==> config.mk <==
export PLATFORM = sky130hd
export DESIGN_NAME = wiper_write_ctrl
export DESIGN_NICKNAME = d
export VERILOG_FILES = /design/src/rtl/wwc_pkg.sv /design/src/rtl/wwc_line_sampler.sv /design/src/rtl/wwc_cmd_fsm.sv /design/src/rtl/wwc_wiper_bank.sv /design/src/rtl/wwc_prog_timer.sv /design/src/rtl/wiper_write_ctrl.sv
export SDC_FILE = /design/constraint.sdc
export NUM_CORES = 1
export LEC_CHECK = 0
export ABC_AREA = 1
export CORE_MARGIN = 2
export CORE_UTILIZATION = 40
export DETAILED_ROUTE_END_ITERATION = 10
export SETUP_SLACK_MARGIN = 0.1
export SLEW_MARGIN = 40
export SYNTH_ARGS = -nofsm -noshare
export SYNTH_HDL_FRONTEND = slang
export SYNTH_SLANG_ARGS = --single-unit
==> constraint.sdc <==
create_clock -name clk -period 2.8 [get_ports clk]
set_clock_uncertainty 0.2 [all_clocks]
set_input_delay 0.56 -clock clk [delete_from_list [all_inputs] [get_ports clk]]
set_output_delay 0.56 -clock clk [all_outputs]
set_load 0.05 [all_outputs]
==> src/rtl/wwc_pkg.sv <==
package wwc_pkg;

  localparam int NUM_CH = 3;
  localparam int CODE_W = 8;
  localparam int SEL_W  = 2;

  typedef enum logic [2:0] {
    ST_IDLE,
    ST_ADDR,
    ST_ADDR_ACK,
    ST_INSTR,
    ST_INSTR_ACK,
    ST_DATA,
    ST_DATA_ACK,
    ST_HOLD
  } cmd_state_e;

  // Highest legal code of each channel
  function automatic logic [CODE_W-1:0] tap_limit(input int ch);
    case (ch)
      0:       tap_limit = CODE_W'(63);
      1:       tap_limit = CODE_W'(99);
      default: tap_limit = CODE_W'(255);
    endcase
  endfunction

  function automatic logic [CODE_W-1:0] saturate(input logic [CODE_W-1:0] code,
                                                 input logic [CODE_W-1:0] lim);
    saturate = (code > lim) ? lim : code;
  endfunction

endpackage

==> src/rtl/wwc_line_sampler.sv <==
module wwc_line_sampler #(
  parameter int SYNC_STAGES = 2
) (
  input  logic clk,
  input  logic rst_n,
  input  logic scl_in,
  input  logic sda_in,
  input  logic recall_in,
  output logic scl_rise,
  output logic scl_fall,
  output logic start_det,
  output logic stop_det,
  output logic sda_bit,
  output logic recall_s
);

  // bit 0 = scl, bit 1 = sda, bit 2 = recall; all share one depth
  localparam logic [2:0] IDLE_LINES = 3'b011;

  logic [SYNC_STAGES-1:0][2:0] chain_q;
  logic [2:0]                  cur;
  logic [1:0]                  prev_q;

  always_ff @(posedge clk or negedge rst_n) begin
    if (!rst_n) begin
      chain_q <= {SYNC_STAGES{IDLE_LINES}};
    end else begin
      chain_q[0] <= {recall_in, sda_in, scl_in};
      for (int i = 1; i < SYNC_STAGES; i++) begin
        chain_q[i] <= chain_q[i-1];
      end
    end
  end

  assign cur = chain_q[SYNC_STAGES-1];

  always_ff @(posedge clk or negedge rst_n) begin
    if (!rst_n) begin
      prev_q <= 2'b11;
    end else begin
      prev_q <= cur[1:0];
    end
  end

  assign scl_rise  = cur[0] & ~prev_q[0];
  assign scl_fall  = ~cur[0] & prev_q[0];
  assign start_det = cur[0] & prev_q[0] & prev_q[1] & ~cur[1];
  assign stop_det  = cur[0] & prev_q[0] & ~prev_q[1] & cur[1];
  assign sda_bit   = cur[1];
  assign recall_s  = cur[2];

endmodule

==> src/rtl/wwc_cmd_fsm.sv <==
module wwc_cmd_fsm
  import wwc_pkg::*;
#(
  parameter logic [6:0] DEV_ADDR = 7'b1010111
) (
  input  logic              clk,
  input  logic              rst_n,
  input  logic              scl_rise,
  input  logic              scl_fall,
  input  logic              start_det,
  input  logic              stop_det,
  input  logic              sda_bit,
  input  logic              recall_s,
  input  logic              busy,
  input  logic              wel,
  output logic              sda_oe,
  output logic              commit,
  output logic              commit_nv,
  output logic [SEL_W-1:0]  commit_sel,
  output logic [CODE_W-1:0] commit_code,
  output logic              fsm_idle
);

  localparam logic [3:0] BYTE_BITS = 4'd8;

  cmd_state_e        state_q, state_n;
  logic [CODE_W-1:0] shreg_q, shreg_n;
  logic [3:0]        cnt_q, cnt_n;
  logic              oe_q, oe_n;
  logic              wt_q, wt_n;
  logic [SEL_W-1:0]  sel_q, sel_n;
  logic              byte_end;
  logic              addr_ok;
  logic              instr_ok;

  assign byte_end = scl_fall && (cnt_q == BYTE_BITS);
  assign addr_ok  = (shreg_q[7:1] == DEV_ADDR) && !shreg_q[0] && !busy;
  assign instr_ok = (shreg_q[6:SEL_W] == '0) && (32'(shreg_q[SEL_W-1:0]) < NUM_CH);

  always_comb begin
    state_n = state_q;
    shreg_n = shreg_q;
    cnt_n   = cnt_q;
    oe_n    = oe_q;
    wt_n    = wt_q;
    sel_n   = sel_q;
    if (recall_s || stop_det) begin
      state_n = ST_IDLE;
      oe_n    = 1'b0;
    end else if (start_det) begin
      state_n = ST_ADDR;
      cnt_n   = '0;
      oe_n    = 1'b0;
    end else begin
      case (state_q)
        ST_ADDR, ST_INSTR, ST_DATA: begin
          if (scl_rise) begin
            shreg_n = {shreg_q[CODE_W-2:0], sda_bit};
            cnt_n   = cnt_q + 4'd1;
          end else if (byte_end) begin
            cnt_n = '0;
            if (state_q == ST_ADDR) begin
              state_n = addr_ok ? ST_ADDR_ACK : ST_HOLD;
              oe_n    = addr_ok;
            end else if (state_q == ST_INSTR) begin
              state_n = instr_ok ? ST_INSTR_ACK : ST_HOLD;
              oe_n    = instr_ok;
              wt_n    = shreg_q[7];
              sel_n   = shreg_q[SEL_W-1:0];
            end else begin
              state_n = ST_DATA_ACK;
              oe_n    = 1'b1;
            end
          end
        end
        ST_ADDR_ACK: begin
          if (scl_fall) begin
            state_n = ST_INSTR;
            oe_n    = 1'b0;
          end
        end
        ST_INSTR_ACK: begin
          if (scl_fall) begin
            state_n = ST_DATA;
            oe_n    = 1'b0;
          end
        end
        ST_DATA_ACK: begin
          if (scl_fall) begin
            state_n = ST_HOLD;
            oe_n    = 1'b0;
          end
        end
        default: begin
          state_n = state_q;
        end
      endcase
    end
  end

  always_ff @(posedge clk or negedge rst_n) begin
    if (!rst_n) begin
      state_q <= ST_IDLE;
      shreg_q <= '0;
      cnt_q   <= '0;
      oe_q    <= 1'b0;
      wt_q    <= 1'b0;
      sel_q   <= '0;
    end else begin
      state_q <= state_n;
      shreg_q <= shreg_n;
      cnt_q   <= cnt_n;
      oe_q    <= oe_n;
      wt_q    <= wt_n;
      sel_q   <= sel_n;
    end
  end

  // The code is taken on the rising edge of the acknowledge clock
  assign commit      = (state_q == ST_DATA_ACK) && scl_rise && wel && !recall_s;
  assign commit_nv   = wt_q;
  assign commit_sel  = sel_q;
  assign commit_code = shreg_q;
  assign sda_oe      = oe_q;
  assign fsm_idle    = (state_q == ST_IDLE);

endmodule

==> src/rtl/wwc_wiper_bank.sv <==
module wwc_wiper_bank
  import wwc_pkg::*;
#(
  parameter logic [CODE_W-1:0] RESET_CODE = 8'h20
) (
  input  logic                          clk,
  input  logic                          rst_n,
  input  logic                          recall_s,
  input  logic                          commit,
  input  logic                          commit_nv,
  input  logic [SEL_W-1:0]              commit_sel,
  input  logic [CODE_W-1:0]             commit_code,
  output logic [NUM_CH-1:0][CODE_W-1:0] wipers,
  output logic [NUM_CH-1:0][CODE_W-1:0] shadows
);

  for (genvar ch = 0; ch < NUM_CH; ch++) begin : g_ch
    localparam logic [CODE_W-1:0] LIM      = tap_limit(ch);
    localparam logic [CODE_W-1:0] INIT_VAL = saturate(RESET_CODE, LIM);

    logic [CODE_W-1:0] w_q, w_n, s_q, s_n, code_sat;
    logic              hit;

    always_comb begin
      hit      = commit && (commit_sel == SEL_W'(ch));
      code_sat = saturate(commit_code, LIM);
      w_n      = w_q;
      s_n      = s_q;
      if (recall_s) begin
        w_n = s_q;
      end else if (hit) begin
        w_n = code_sat;
        if (commit_nv) begin
          s_n = code_sat;
        end
      end
    end

    always_ff @(posedge clk or negedge rst_n) begin
      if (!rst_n) begin
        w_q <= INIT_VAL;
        s_q <= INIT_VAL;
      end else begin
        w_q <= w_n;
        s_q <= s_n;
      end
    end

    assign wipers[ch]  = w_q;
    assign shadows[ch] = s_q;
  end

endmodule

==> src/rtl/wwc_prog_timer.sv <==
module wwc_prog_timer #(
  parameter int PROG_CYCLES = 400
) (
  input  logic clk,
  input  logic rst_n,
  input  logic launch,
  output logic busy
);

  localparam int CNT_W = $clog2(PROG_CYCLES + 1);

  logic [CNT_W-1:0] cnt_q, cnt_n;

  always_comb begin
    cnt_n = cnt_q;
    if (launch) begin
      cnt_n = CNT_W'(PROG_CYCLES);
    end else if (cnt_q != '0) begin
      cnt_n = cnt_q - CNT_W'(1);
    end
  end

  always_ff @(posedge clk or negedge rst_n) begin
    if (!rst_n) begin
      cnt_q <= '0;
    end else begin
      cnt_q <= cnt_n;
    end
  end

  assign busy = (cnt_q != '0);

endmodule

==> src/rtl/wiper_write_ctrl.sv <==
module wiper_write_ctrl
  import wwc_pkg::*;
#(
  parameter logic [6:0]        DEV_ADDR    = 7'b1010111,
  parameter logic [CODE_W-1:0] RESET_CODE  = 8'h20,
  parameter int                PROG_CYCLES = 400,
  parameter int                SYNC_STAGES = 2
) (
  input  logic              clk,
  input  logic              rst_n,
  input  logic              scl_in,
  input  logic              sda_in,
  output logic              sda_oe,
  input  logic              wel,
  input  logic              recall,
  output logic [CODE_W-1:0] wiper0,
  output logic [CODE_W-1:0] wiper1,
  output logic [CODE_W-1:0] wiper2,
  output logic              write_busy
);

  logic                          scl_rise, scl_fall, start_det, stop_det;
  logic                          sda_bit, recall_s;
  logic                          commit, commit_nv, fsm_idle;
  logic [SEL_W-1:0]              commit_sel;
  logic [CODE_W-1:0]             commit_code;
  logic [NUM_CH-1:0][CODE_W-1:0] wipers, shadows;

  wwc_line_sampler #(.SYNC_STAGES(SYNC_STAGES)) i_sampler (
    .clk       (clk),
    .rst_n     (rst_n),
    .scl_in    (scl_in),
    .sda_in    (sda_in),
    .recall_in (recall),
    .scl_rise  (scl_rise),
    .scl_fall  (scl_fall),
    .start_det (start_det),
    .stop_det  (stop_det),
    .sda_bit   (sda_bit),
    .recall_s  (recall_s)
  );

  wwc_cmd_fsm #(.DEV_ADDR(DEV_ADDR)) i_fsm (
    .clk         (clk),
    .rst_n       (rst_n),
    .scl_rise    (scl_rise),
    .scl_fall    (scl_fall),
    .start_det   (start_det),
    .stop_det    (stop_det),
    .sda_bit     (sda_bit),
    .recall_s    (recall_s),
    .busy        (write_busy),
    .wel         (wel),
    .sda_oe      (sda_oe),
    .commit      (commit),
    .commit_nv   (commit_nv),
    .commit_sel  (commit_sel),
    .commit_code (commit_code),
    .fsm_idle    (fsm_idle)
  );

  wwc_wiper_bank #(.RESET_CODE(RESET_CODE)) i_bank (
    .clk         (clk),
    .rst_n       (rst_n),
    .recall_s    (recall_s),
    .commit      (commit),
    .commit_nv   (commit_nv),
    .commit_sel  (commit_sel),
    .commit_code (commit_code),
    .wipers      (wipers),
    .shadows     (shadows)
  );

  wwc_prog_timer #(.PROG_CYCLES(PROG_CYCLES)) i_timer (
    .clk    (clk),
    .rst_n  (rst_n),
    .launch (commit && commit_nv),
    .busy   (write_busy)
  );

  assign wiper0 = wipers[0];
  assign wiper1 = wipers[1];
  assign wiper2 = wipers[2];

endmodule

* Word level (Yosys, flattened, before mapping)
Index checks and enable logic that the tools add are counted.
Widths: inputs -> output; s select.
** Storage, ports and cells
- Register bits after elaboration :: 84
- Bits of input ports :: 6
- Logic and storage cells :: 125
- Output and inout bits :: 26
** Operators by class
- Multiplexer cells :: 35
- Bitwise gates (word level) :: 16
- Eq/ne operators :: 16
- Order comparisons :: 4
- Reductions and logical operators :: 36
- Add/subtract/negate cells :: 2
** Operators with widths (count)
- $mux 8 :: 9
- $mux 3 :: 10
- $ne 4x1->1 const B :: 5
- $mux 9 :: 2
- $mux 4 :: 4
- $pmux 3 s4 :: 1
- $reduce_and 3->1 :: 4
- $logic_and 1x1->1 :: 11
- $reduce_bool 2->1 :: 5
- $eq 3x3->1 const B :: 3
- $not 1->1 :: 9
- $reduce_bool 9->1 :: 1
- $sub 9x1->9 const B :: 1
- $gt 8x6->1 const B :: 1
- $gt 8x7->1 const B :: 1
- $gt 8x8->1 const B :: 1
- $reduce_and 4->1 :: 2
- $and 1x1->1 :: 7
- $eq 7x7->1 const B :: 1
- $mux 1 :: 7
- $reduce_and 7->1 :: 1
- $eq 3x2->1 const B :: 2
- $reduce_and 6->1 :: 1
- $reduce_bool 6->1 :: 1
- other kinds (16) :: 19

* Logic depth before layout (Yosys ltp)
- Depth after elaboration :: 10
- Mapped depth :: 10

* Cells and area by module
A second synthesis with hierarchy kept.
** Unflattened totals
- Cell total of the unflattened synthesis :: 491
- Area, all modules :: 4101.4 µm²
** By module, submodules not included
- wwc_wiper_bank :: sequential area each 1208.7 µm², cells each 260, area an instance 2272.2 µm², times used 1
- wwc_cmd_fsm :: sequential area each 475.5 µm², cells each 135, area an instance 1031.0 µm², times used 1
- wwc_prog_timer :: sequential area each 225.2 µm², cells each 75, area an instance 541.8 µm², times used 1
- wwc_line_sampler :: sequential area each 207.7 µm², cells each 19, area an instance 249.0 µm², times used 1
- wiper_write_ctrl :: sequential area each 0.0 µm², cells each 2, area an instance 7.5 µm², times used 1

* Worst setup path after synthesis
Ideal clock, no wire load.
- Path type :: register to output
- From :: register i_timer.cnt_q[0]
- To :: output port write_busy
- Slack :: 773 ps
- Buffers on the path :: 0
- Stages on the path, launching flop included :: 6
- Arrival :: 1267 ps
- Data required time :: 2040 ps
- Cell sequence :: dfrtp_1 > inv_1 > ha_1 > nand2_1 > nor2_1 > nand2_1
** Between the ends
- Longest elaborated chain between the ends :: 1
** Ends and longest elaborated chain
- from (decl) :: line wwc_prog_timer.sv:12 : logic [CNT_W-1:0] cnt_q, cnt_n;
- from (signal assigned) :: line wwc_prog_timer.sv:27 : cnt_q <= cnt_n;
- $reduce_bool 9->1 :: line wwc_prog_timer.sv:31 : assign busy = (cnt_q != '0);
- to (decl) :: line wiper_write_ctrl.sv:19 : output logic write_busy
No other way between the ends.

* Worst setup path after layout
Same ends and word-level chain as after synthesis.

==> flow_metrics.py <==
metrics = {
    "cts": {
        "clk_latency_ps": 350,
        "clockBufferDepth": 2,
        "clock-sinks": 84,
        "ctsHtreeMaxLevel": 3,
        "numCtsBuffers": 9,
        "path_clk_slew_ps": 80,
        "ctsRootBufferMaster": "clkbuf_8",
        "cts_tree": "yes",
    },
    "power": {
        "p_comb_share_pct": 23.8,
        "power_density_mw_per_mm2": 770,
        "peakVddDrop_v": 0.000280,
        "leakagePower_nw": 2.20,
        "swShare_pct": 32.4,
        "p_sw_mw": 1.16,
        "power_mw": 3.57,
        "power_frac_seq_pct": 41.5,
        "internal_power_mw": 2.41,
        "p_clk_share_pct": 34.7,
    },
    "sta": {
        "slew_headroom_pct": 66.4,
        "max_freq_ghz": 0.397,
        "setup-tns-final_ps": 0,
        "grt_setup_unrepaired": "false",
        "hold_viol_final": 0,
        "worst_pin_slew_ps": 502,
        "finalCriticalPeriod_ps": 2520,
        "setup_viol": 0,
        "slew_viol_final": 0,
        "fin_crit_sh_pct": 90.0,
    },
    "yosys": {
        "syn_area_mm2": 0.00388,
        "synth-xor-area-share_pct": 1.13,
        "yosysTopAreaCell": "dfrtp_1",
        "syn_inst": 463,
        "synthMuxAreaShare_pct": 0,
        "ys_seq_area_share_pct": 54.6,
        "ys_types": 31,
        "synth_top_family_by_area": "simple AND/OR/NAND/NOR gates",
        "yosysWarnings": 0,
        "synth-adder-area-share_pct": 0.968,
        "yosysTopAreaCellShare_pct": 46.5,
        "synth-seq-cells": 84,
        "synthSimpleGateAreaFrac_pct": 26.3,
        "synth_compound_area_share_pct": 10.0,
        "synth_area_leaders": "dfrtp_1 46%, nand2_1 11%, dfstp_2 8.1%",
        "syn_nets": 472,
        "avgSynthCellArea_um2": 8.38,
    },
    "critical_path": {
        "cp-end-kind": "output pin",
        "cp-start-kind": "flop",
        "required_ps": 2040,
        "path_max_fanout": 8,
        "path_class": "reg2out",
        "worstPathArrival_ps": 1760,
    },
    "floorplanning": {
        "initial_core_util_pct": 41.6,
        "die_h_um": 102,
        "core.rowCount": 35,
        "die-area_mm2": 0.0105,
        "dieWidth_um": 102,
        "core_area_mm2": 0.00933,
        "io_pins": 32,
    },
    "routing": {
        "firstDrtPassIters": 4,
        "routed.top_layer": "met4",
        "vias_per_cell": 4.90,
        "dr_wl_met2_um": 3800,
        "final_antenna_net_count": 0,
        "wire_per_inst_um": 13.1,
        "finalWirelength_um": 8260,
        "met3WireLength_um": 233,
        "drc": 0,
        "drt_iter0_drc": 183,
        "drt-met1-wl_um": 4040,
        "num_vias": 3090,
    },
    "global_routing": {
        "grt_pass1_vias": 2989,
        "grt_pass1_wl_um": 14300,
        "grt_max_degree": 49,
        "grt-ovfl-total": 0,
        "grtUsageTotal_pct": 17.4,
        "antenna_found_initial": 0,
    },
    "run_status": {
        "status": "finished clean",
    },
    "cells_and_area": {
        "nets": 506,
        "fin_area_mm2": 0.00464,
        "areaGrowthSynthToFinish_pct": 19.5,
        "multi_input_area_mm2": 0.00149,
        "fillCellCount": 913,
        "regArea_mm2": 0.00212,
        "fin_util_pct": 49.7,
        "stdcell_count": 631,
        "layout_common_cells": "111 x nand2_1, 72 x dfrtp_1, 54 x nand3_1, 53 x inv_1, 43 x o21ai_0",
        "drive_gt1_share_pct": 11.4,
        "n_antenna_cell": 0,
        "final_common_cell": "nand2_1",
    },
    "placement": {
        "gp_congestion": 0.885,
        "port_buffers": 31,
        "place_area_mm2": 0.00433,
        "dp_cells": 614,
        "dpl.hpwl_um": 5610,
    },
    "hold_path": {
        "hp-class": "reg2reg",
    },
    "job": {
        "maxCapViolations": 0,
    },
}
==> cell families after synthesis <==
logic type | after synthesis
and+or+nand+nor | 231
buffers and inverters | 69
DFF | 84
AOI/OAI and AO/OA | 71
xor gates and xnor gates | 5
adders and majority gates | 3
==> power groups by stage <==
stage | logic, mW | registers (mW) | clock network (mW)
finish | 0.850 | 1.48 | 1.24
global route | 0.947 | 1.50 | 1.33
CTS | 0.857 | 1.48 | 1.27
detailed placement | 0.852 | 1.50 | 0
global placement | 0.837 | 1.50 | 0
floorplan | 0.408 | 1.65 | 0
==> registers in the layout (all words and copies together) (netlist names), 3 cells and up <==
signal,count
i_bank.g_ch.s_q,24
i_fsm.cnt_q,4
i_fsm.commit_code,8
i_sampler.chain_q,3
i_timer.cnt_q,9
i_sampler.cur,3
i_fsm.state_q,3
i_bank.g_ch.w_q,24
==> metal layers <==
layer	track usage, %	up-vias
li1	-	1557
met1	24.6	1464
met3	2.80	16
met5	0	-
met4	8.21	0
met2	26.1	53
==> cell type report <==
type / count / share of cell area [%]
timing repair buffer: 36 / 7.72
multi-input combinational: 310 / 32.2
inverter: 56 / 4.56
tap: 129 / 3.48
clock inverter: 6 / 3.43
sequential: 84 / 45.7
clock buffer: 10 / 2.97
==> worst paths after layout <==
check	end	slack, ps	depth (start not counted)	from
setup / recovery	write_busy	280	6	i_timer.cnt_q[0]$_DFFE_PN0P_
hold / removal	i_sampler.cur[2]$_DFF_PN0_	160	0	i_sampler.chain_q[2]$_DFF_PN0_
setup reg to reg	i_bank.g_ch[1].s_q[4]$_DFFE_PN0P_	590	8	i_sampler.cur[0]$_DFF_PN1_
hold reg to reg	i_sampler.cur[2]$_DFF_PN0_	160	0	i_sampler.chain_q[2]$_DFF_PN0_
max in group asynchronous	i_sampler.prev_q[0]$_DFF_PN1_	1220	3	rst_n
min in group asynchronous	i_bank.g_ch[2].w_q[6]$_DFFE_PN0P_	510	2	rst_n
==> what timing repair did <==
action / 4_1_cts / 5_1_grt
gates resized for setup: 0 / 1
endpoints found under the hold margin: 31 / 0
endpoints found under the setup margin: 0 / 1
setup buffers: 0 / 0
hold buffers: 1 / 0
==> worst max-delay path, cell delays in order, from the launching register on <==
cell,delay (ps)
dfrtp_1,390
inv_1,90
ha_1,180
nand2_1,90
nor2_1,250
nand2_2,180
buf_4,230
==> Yosys cell counts <==
master / count
nand3_4: 1
nor3_1: 4
inv_2: 2
inv_1: 53
dfstp_2: 12
and3_1: 6
o21ai_0: 43
nor2_1: 40
nor2_2: 3
nand3b_1: 1
clkbuf_1: 8
o22ai_1: 4
buf_4: 1
buf_1: 2
nand4_1: 2
dfrtp_1: 72
ha_1: 3
nand3_2: 1
buf_6: 1
nand2_2: 4
o21ai_2: 7
a21oi_1: 16
nand2_1: 112
nor3_4: 1
buf_2: 1
clkinv_2: 1
o21a_1: 1
xor2_1: 3
nand3_1: 54
xnor2_1: 2
or2_2: 2
==> through the flow <==
step	worst slack, ps	hold WS, ps
2_1_floorplan	773	64.4
3_3_place_gp	354	137
3_5_place_dp	268	136
4_1_cts	205	156
5_1_grt	118	166
6_report	281	156
Power figures use the tool's default switching activity.
